$ cat src/rtl/led_drv_pkg.sv
package led_drv_pkg;

  localparam int MODE_W = 4;

  typedef enum logic [MODE_W-1:0] {
    M_LNK_10_1G  = 4'd0,
    M_LNK_100_1G = 4'd1,
    M_LNK_ANY    = 4'd2,
    M_FILT_ACT   = 4'd3,
    M_LNK_IDLE   = 4'd4,
    M_LNK_10     = 4'd5,
    M_LNK_100    = 4'd6,
    M_LNK_1G     = 4'd7,
    M_RSVD       = 4'd8,
    M_FDX        = 4'd9,
    M_COLL       = 4'd10,
    M_TRAFFIC    = 4'd11,
    M_ONE_LANE   = 4'd12,
    M_PAUSED     = 4'd13,
    M_ON         = 4'd14,
    M_OFF        = 4'd15
  } led_mode_e;

  typedef enum logic [1:0] {
    SPD_10   = 2'd0,
    SPD_100  = 2'd1,
    SPD_1G   = 2'd2,
    SPD_NONE = 2'd3
  } speed_e;

  typedef struct packed {
    logic   link_up;
    speed_e speed;
    logic   fdx;
    logic   coll;
    logic   tx_act;
    logic   rx_act;
    logic   filt_act;
    logic   one_lane;
    logic   tx_paused;
  } link_stat_t;

  typedef struct packed {
    led_mode_e mode;
    logic      blink;
    logic      invert;
  } led_cfg_t;

endpackage

$ cat src/rtl/led_source_mux.sv
module led_source_mux
  import led_drv_pkg::*;
(
  input  link_stat_t st,
  input  led_mode_e  mode,
  output logic       src
);

  logic is10, is100, is1g, busy;

  always_comb begin
    is10  = st.link_up && (st.speed == SPD_10);
    is100 = st.link_up && (st.speed == SPD_100);
    is1g  = st.link_up && (st.speed == SPD_1G);
    busy  = st.tx_act || st.rx_act;
    unique case (mode)
      M_LNK_10_1G:  src = is10 || is1g;
      M_LNK_100_1G: src = is100 || is1g;
      M_LNK_ANY:    src = st.link_up;
      M_FILT_ACT:   src = st.link_up && st.filt_act;
      M_LNK_IDLE:   src = st.link_up && !busy;
      M_LNK_10:     src = is10;
      M_LNK_100:    src = is100;
      M_LNK_1G:     src = is1g;
      M_RSVD:       src = 1'b0;
      M_FDX:        src = st.fdx;
      M_COLL:       src = st.coll;
      M_TRAFFIC:    src = st.link_up && busy;
      M_ONE_LANE:   src = st.one_lane;
      M_PAUSED:     src = st.tx_paused;
      M_ON:         src = 1'b1;
      M_OFF:        src = 1'b0;
      default:      src = 1'b0;
    endcase
  end

endmodule

$ cat src/rtl/led_cfg_regs.sv
module led_cfg_regs
  import led_drv_pkg::*;
#(
  parameter int NUM_LEDS = 3,
  localparam int IDX_W = (NUM_LEDS > 1) ? $clog2(NUM_LEDS) : 1
) (
  input  logic                       clk,
  input  logic                       rst,
  input  logic [NUM_LEDS*MODE_W-1:0] cfg_mode,
  input  logic [NUM_LEDS-1:0]        cfg_blink,
  input  logic [NUM_LEDS-1:0]        cfg_invert,
  input  logic                       wr_en,
  input  logic [IDX_W-1:0]           wr_idx,
  input  logic [MODE_W-1:0]          wr_mode,
  input  logic                       wr_blink,
  input  logic                       wr_invert,
  output led_cfg_t                   cfg_q [NUM_LEDS]
);

  for (genvar i = 0; i < NUM_LEDS; i++) begin : g_led
    always_ff @(posedge clk) begin
      if (rst) begin
        cfg_q[i].mode   <= led_mode_e'(cfg_mode[i*MODE_W +: MODE_W]);
        cfg_q[i].blink  <= cfg_blink[i];
        cfg_q[i].invert <= cfg_invert[i];
      end else if (wr_en && (wr_idx == IDX_W'(i))) begin
        cfg_q[i].mode   <= led_mode_e'(wr_mode);
        cfg_q[i].blink  <= wr_blink;
        cfg_q[i].invert <= wr_invert;
      end
    end
  end

endmodule

$ cat src/rtl/led_blink_gen.sv
module led_blink_gen #(
  parameter int SLOW_MS = 200,
  parameter int FAST_MS = 83,
  localparam int CNT_W = $clog2(SLOW_MS + 1)
) (
  input  logic clk,
  input  logic rst,
  input  logic ms_tick,
  input  logic fast_sel,
  output logic phase
);

  logic [CNT_W-1:0] cnt;
  logic [CNT_W-1:0] last;

  // >= rather than == so a drop to the fast rate never waits for a wrap
  assign last = fast_sel ? CNT_W'(FAST_MS - 1) : CNT_W'(SLOW_MS - 1);

  always_ff @(posedge clk) begin
    if (rst) begin
      cnt   <= '0;
      phase <= 1'b1;
    end else if (ms_tick) begin
      if (cnt >= last) begin
        cnt   <= '0;
        phase <= ~phase;
      end else begin
        cnt <= cnt + 1'b1;
      end
    end
  end

endmodule

$ cat src/rtl/link_led_driver.sv
module link_led_driver
  import led_drv_pkg::*;
#(
  parameter int NUM_LEDS = 3,
  parameter int SLOW_MS  = 200,
  parameter int FAST_MS  = 83,
  localparam int IDX_W = (NUM_LEDS > 1) ? $clog2(NUM_LEDS) : 1
) (
  input  logic                       clk,
  input  logic                       rst,
  input  logic [NUM_LEDS*MODE_W-1:0] cfg_mode,
  input  logic [NUM_LEDS-1:0]        cfg_blink,
  input  logic [NUM_LEDS-1:0]        cfg_invert,
  input  logic                       cfg_rate_fast,
  input  logic                       wr_en,
  input  logic [IDX_W-1:0]           wr_idx,
  input  logic [MODE_W-1:0]          wr_mode,
  input  logic                       wr_blink,
  input  logic                       wr_invert,
  input  logic                       wr_rate_en,
  input  logic                       wr_rate_fast,
  input  logic                       ms_tick,
  input  logic                       link_up,
  input  logic [1:0]                 link_speed,
  input  logic                       full_duplex,
  input  logic                       collision,
  input  logic                       tx_active,
  input  logic                       rx_active,
  input  logic                       filt_active,
  input  logic                       one_lane,
  input  logic                       tx_paused,
  output logic [NUM_LEDS-1:0]        led_pin
);

  link_stat_t st;
  led_cfg_t   cfg_q [NUM_LEDS];
  logic       rate_fast_q;
  logic       blink_phase;

  assign st = '{link_up:   link_up,
                speed:     speed_e'(link_speed),
                fdx:       full_duplex,
                coll:      collision,
                tx_act:    tx_active,
                rx_act:    rx_active,
                filt_act:  filt_active,
                one_lane:  one_lane,
                tx_paused: tx_paused};

  always_ff @(posedge clk) begin
    if (rst)             rate_fast_q <= cfg_rate_fast;
    else if (wr_rate_en) rate_fast_q <= wr_rate_fast;
  end

  led_cfg_regs #(.NUM_LEDS(NUM_LEDS)) u_regs (
    .clk        (clk),
    .rst        (rst),
    .cfg_mode   (cfg_mode),
    .cfg_blink  (cfg_blink),
    .cfg_invert (cfg_invert),
    .wr_en      (wr_en),
    .wr_idx     (wr_idx),
    .wr_mode    (wr_mode),
    .wr_blink   (wr_blink),
    .wr_invert  (wr_invert),
    .cfg_q      (cfg_q)
  );

  led_blink_gen #(.SLOW_MS(SLOW_MS), .FAST_MS(FAST_MS)) u_blink (
    .clk      (clk),
    .rst      (rst),
    .ms_tick  (ms_tick),
    .fast_sel (rate_fast_q),
    .phase    (blink_phase)
  );

  for (genvar i = 0; i < NUM_LEDS; i++) begin : g_led
    logic src, lit;

    led_source_mux u_mux (
      .st   (st),
      .mode (cfg_q[i].mode),
      .src  (src)
    );

    assign lit = src && (!cfg_q[i].blink || blink_phase);

    always_ff @(posedge clk) begin
      if (rst) led_pin[i] <= ~cfg_invert[i];
      else     led_pin[i] <= cfg_q[i].invert ? lit : ~lit;
    end
  end

endmodule

$ cat config.mk
export PLATFORM = sky130hd
export DESIGN_NAME = link_led_driver
export DESIGN_NICKNAME = d
export VERILOG_FILES = /design/src/rtl/led_drv_pkg.sv /design/src/rtl/led_source_mux.sv /design/src/rtl/led_cfg_regs.sv /design/src/rtl/led_blink_gen.sv /design/src/rtl/link_led_driver.sv
export SDC_FILE = /design/constraint.sdc
export NUM_CORES = 1
export LEC_CHECK = 0
export BUFFER_PORTS_ARGS = -buffer_cell sky130_fd_sc_hd__clkbuf_2
export CAP_MARGIN = 15
export CORE_MARGIN = 1.5
export CORE_UTILIZATION = 55
export DETAILED_ROUTE_END_ITERATION = 6
export PLACE_DENSITY = 0.8
export SLEW_MARGIN = 20
export SYNTH_ARGS = -nofsm -noshare
export SYNTH_HDL_FRONTEND = slang
export SYNTH_SLANG_ARGS = --single-unit
$ cat constraint.sdc
create_clock -name clk -period 4.8 [get_ports clk]
set_input_delay 0.72 -clock clk [delete_from_list [all_inputs] [get_ports clk]]
set_output_delay 0.72 -clock clk [all_outputs]
set_load 0.05 [all_outputs]
==> key figures <==
Final layout
  – Nets: 311
  – Multi-input gate area: 1080 sq um
  – Storage cell area: 811 sq um
  – Layout area overhead: 14.8%
  – Design area: 2300 sq um
  – Layout cell share with drive strength beyond 1: 24.6%
  – FILL cells: 295
  – N_diodes: 0

Worst hold path
  – Worst Hold Class: register to register
  – Hold path depth: 2

STA
  – Setup ws final: 2.50 ns
  – Final min period: 2.30 ns
  – Max frequency: 434 MHz
  – Final Hold Viols: 0
  – Endpoints failing setup: 0
  – Slew headroom: 59.0%
  – Skew final: 0.00494 ns
  – Worst-margin pin slew: 0.615 ns
  – Final setup TNS: 0 ns
  – RSZ-0062 raised after global routing: no
  – Period utilization: 48.0%
  – Final Max Tran Viols: 0

Global routing
  – Total Routing Usage GR: 23.1%
  – Vias in the first global route: 1624
  – First-pass GRT wire length: 7.18 mm
  – Total grt overflow: 0
  – Pin count of the biggest net entering global routing: 37
  – Initial antenna violation count: 0

Status
  – Status: finished, final reports clean

Clock network
  – Worst-Skew Late Latency: 0.32 ns
  – Num CTS Buffers: 5
  – Cts hold-fix bufs: 0
  – CTS tree: yes
  – Resize count post-CTS: 0
  – Clk slew on worst S/H paths: 0.10 ns
  – Sink Count: 31
  – Setup bufs post-CTS: 0
  – Clock tree buffer depth: 2
  – Htree depth: 2
  – CTS root buf: clkbuf_4

Detailed routing
  – 1st-iter DRT viols: 152
  – Post-Route WL: 4.24 mm
  – Pre-antenna DRT Iters: 4
  – DRC viols: 0
  – Post-route ant nets: 0
  – Avg WL per Cell: 13.7 um
  – Routed via count: 1725
  – Vias/cell: 5.56

Floorplanning
  – Ports: 46
  – Row cnt: 21
  – Die Y: 63.4 um
  – DIE AREA: 4020 sq um
  – Initial Utilization: 58.7%
  – Die Span X: 63.4 um
  – Core area: 3420 sq um

Critical path
  – Crit path DAT: 2.51 ns
  – Startpoint Class: register
  – CP endpoint kind: register
  – Setup CP Type: register to register
  – R2R depth: 8
  – CP Data Required Time: 5.01 ns
  – CP Max Fanout: 4

Power
  – Leakage: 1.02 nW
  – Total design power: 674 uW
  – Cell area power density: 293 nW/um^2
  – Maximum vdd drop: 245 uV

Yosys
  – Top post-synthesis cells by area: edfxtp_1 (28%), dfxtp_1 (12%), nand2_1 (8.4%)
  – Synthesized Nets: 269
  – Post-synth top flop: edfxtp_1
  – Post-synth ARST share: 0%
  – Post-synth top area cell: edfxtp_1
  – Yosys warnings: 0
  – Seq cells post-synth: 31
  – Mapped Cells: 221
  – Post-synth top area share: 28.4%
  – Netlist Area Pre-Place: 2010 sq um
  – Sequential share of the synthesized area: 40.4%
  – Yosys cell types: 56
  – Number of flops mapped to enable cells by yosys: 19
  – Syn Area/Cell: 9.08 sq um

Placed design
  – Cell area after placement: 2220 sq um
  – Placed wire-length estimate: 3.33 mm
  – Global placement routability congestion: 0.952
  – IO Port Bufs: 45
  – Place WS: 2.52 ns

Flow run
  – MaxCap Viol Count: 0
-- placed cells by master, fill, tap and decap left out, types with 2 or more instances in the layout --
cell type / Yosys / layout
nand3_1: 2 / 2
o21ai_0: 7 / 7
o41ai_1: 3 / 3
nor4b_1: 3 / 3
mux2i_1: 3 / 3
or2b_2: 2 / 2
nor3_1: 5 / 5
o21bai_1: 2 / 2
a21oi_1: 5 / 5
dfxtp_1: 12 / 12
ha_1: 5 / 5
xnor2_1: 5 / 5
nor2b_1: 2 / 2
nand4_1: 2 / 2
o211ai_1: 2 / 2
inv_1: 12 / 12
and3b_1: 2 / 2
a32oi_1: 2 / 2
clkbuf_4: 0 / 5
nor2_1: 18 / 18
nand2_1: 45 / 45
clkbuf_2: 0 / 45
nand3b_1: 6 / 6
nand2b_1: 10 / 10
edfxtp_1: 19 / 19
nor4_1: 2 / 2
a31o_2: 3 / 3
xor2_1: 7 / 7
-- layout make-up --
class,instances,share of cell area (%)
Clock buffer,7,3.32
Clock inverter,1,0.217
Inverter,12,1.96
Multi-Input combinational cell,168,47.0
Sequential cell,31,35.2
Tap cell,46,2.50
Timing Repair Buffer,45,9.78
-- path summary, 6_finish.rpt --
path                                 endpoint  slack, ns                         from
setup / recovery   u_blink.phase$_SDFFE_PP1P_       2.50        rate_fast_q$_DFFE_PP_
hold / removal    u_blink.cnt[1]$_SDFFE_PP0P_       0.54  u_blink.cnt[1]$_SDFFE_PP0P_
setup reg to reg   u_blink.phase$_SDFFE_PP1P_       2.50        rate_fast_q$_DFFE_PP_
hold reg to reg   u_blink.cnt[1]$_SDFFE_PP0P_       0.54  u_blink.cnt[1]$_SDFFE_PP0P_
-- metal layers --
metal	routed length, um	GRT usage (%)	vias up
li1	-	-	871
met1	2030	30.6	788
met2	1920	37.5	60
met3	239	5.00	6
met4	53	7.34	0
met5	0	0	-
-- worst max-delay path, stage by stage (launching register included) --
cell and delay (ns):
edfxtp_1 0.44, inv_1 0.11, ha_1 0.22, nand2b_1 0.13, a311o_1 0.34, a211o_1 0.33, a31oi_4 0.22, nor3_1 0.06
or3b_1 0.34
-- cell usage after synthesis (2+ instances only) --
cell type	number
nand2_1	45
edfxtp_1	19
nor2_1	18
dfxtp_1	12
inv_1	12
nand2b_1	10
o21ai_0	7
xor2_1	7
nand3b_1	6
a21oi_1	5
clkbuf_1	5
ha_1	5
nor3_1	5
xnor2_1	5
a31o_2	3
mux2i_1	3
nor4b_1	3
o41ai_1	3
a32oi_1	2
and3b_1	2
buf_6	2
nand3_1	2
nand4_1	2
nor2b_1	2
nor4_1	2
o211ai_1	2
o21bai_1	2
or2b_2	2
-- report_power, final --
| part | switching, mW | leakage [nW] | total (mW) | internal, mW |
|---|---|---|---|---|
| registers | 0.0288 | 0.286 | 0.340 | 0.312 |
| clock network | 0.0877 | 0.0464 | 0.190 | 0.102 |
| logic | 0.0811 | 0.688 | 0.144 | 0.0630 |
| total | 0.198 | 1.02 | 0.674 | 0.477 |
-- kinds of logic after synthesis --
logic type,after synthesis,share of synthesized area [%]
AOI/OAI and AO/OA,40,16.2
xor gates and xnor gates,12,5.24
adders and majority gates,5,3.12
buffers and inverters,22,5.61
DFF,31,40.4
muxes,4,2.06
and+or+nand+nor,107,27.3
-- state kept, by name (all words and copies together) (netlist names) --
name / count
led_pin: 3
u_blink.cnt: 8
u_blink.phase: 1
rate_fast_q: 1
u_regs.cfg_q: 18
-- through the flow --
| stage | hold slack [ns] | cells | util [%] |
|---|---|---|---|
| after floorplan | 0.477 | 221 | - |
| after global placement | 0.511 | 302 | 65.0 |
| after detailed placement | 0.523 | 302 | 65.0 |
| after CTS | 0.543 | 310 | 67.4 |
| after global routing | 0.577 | 310 | 67.4 |
| final | 0.544 | 310 | 67.4 |
Note: power is estimated with default switching activity, not from simulation.
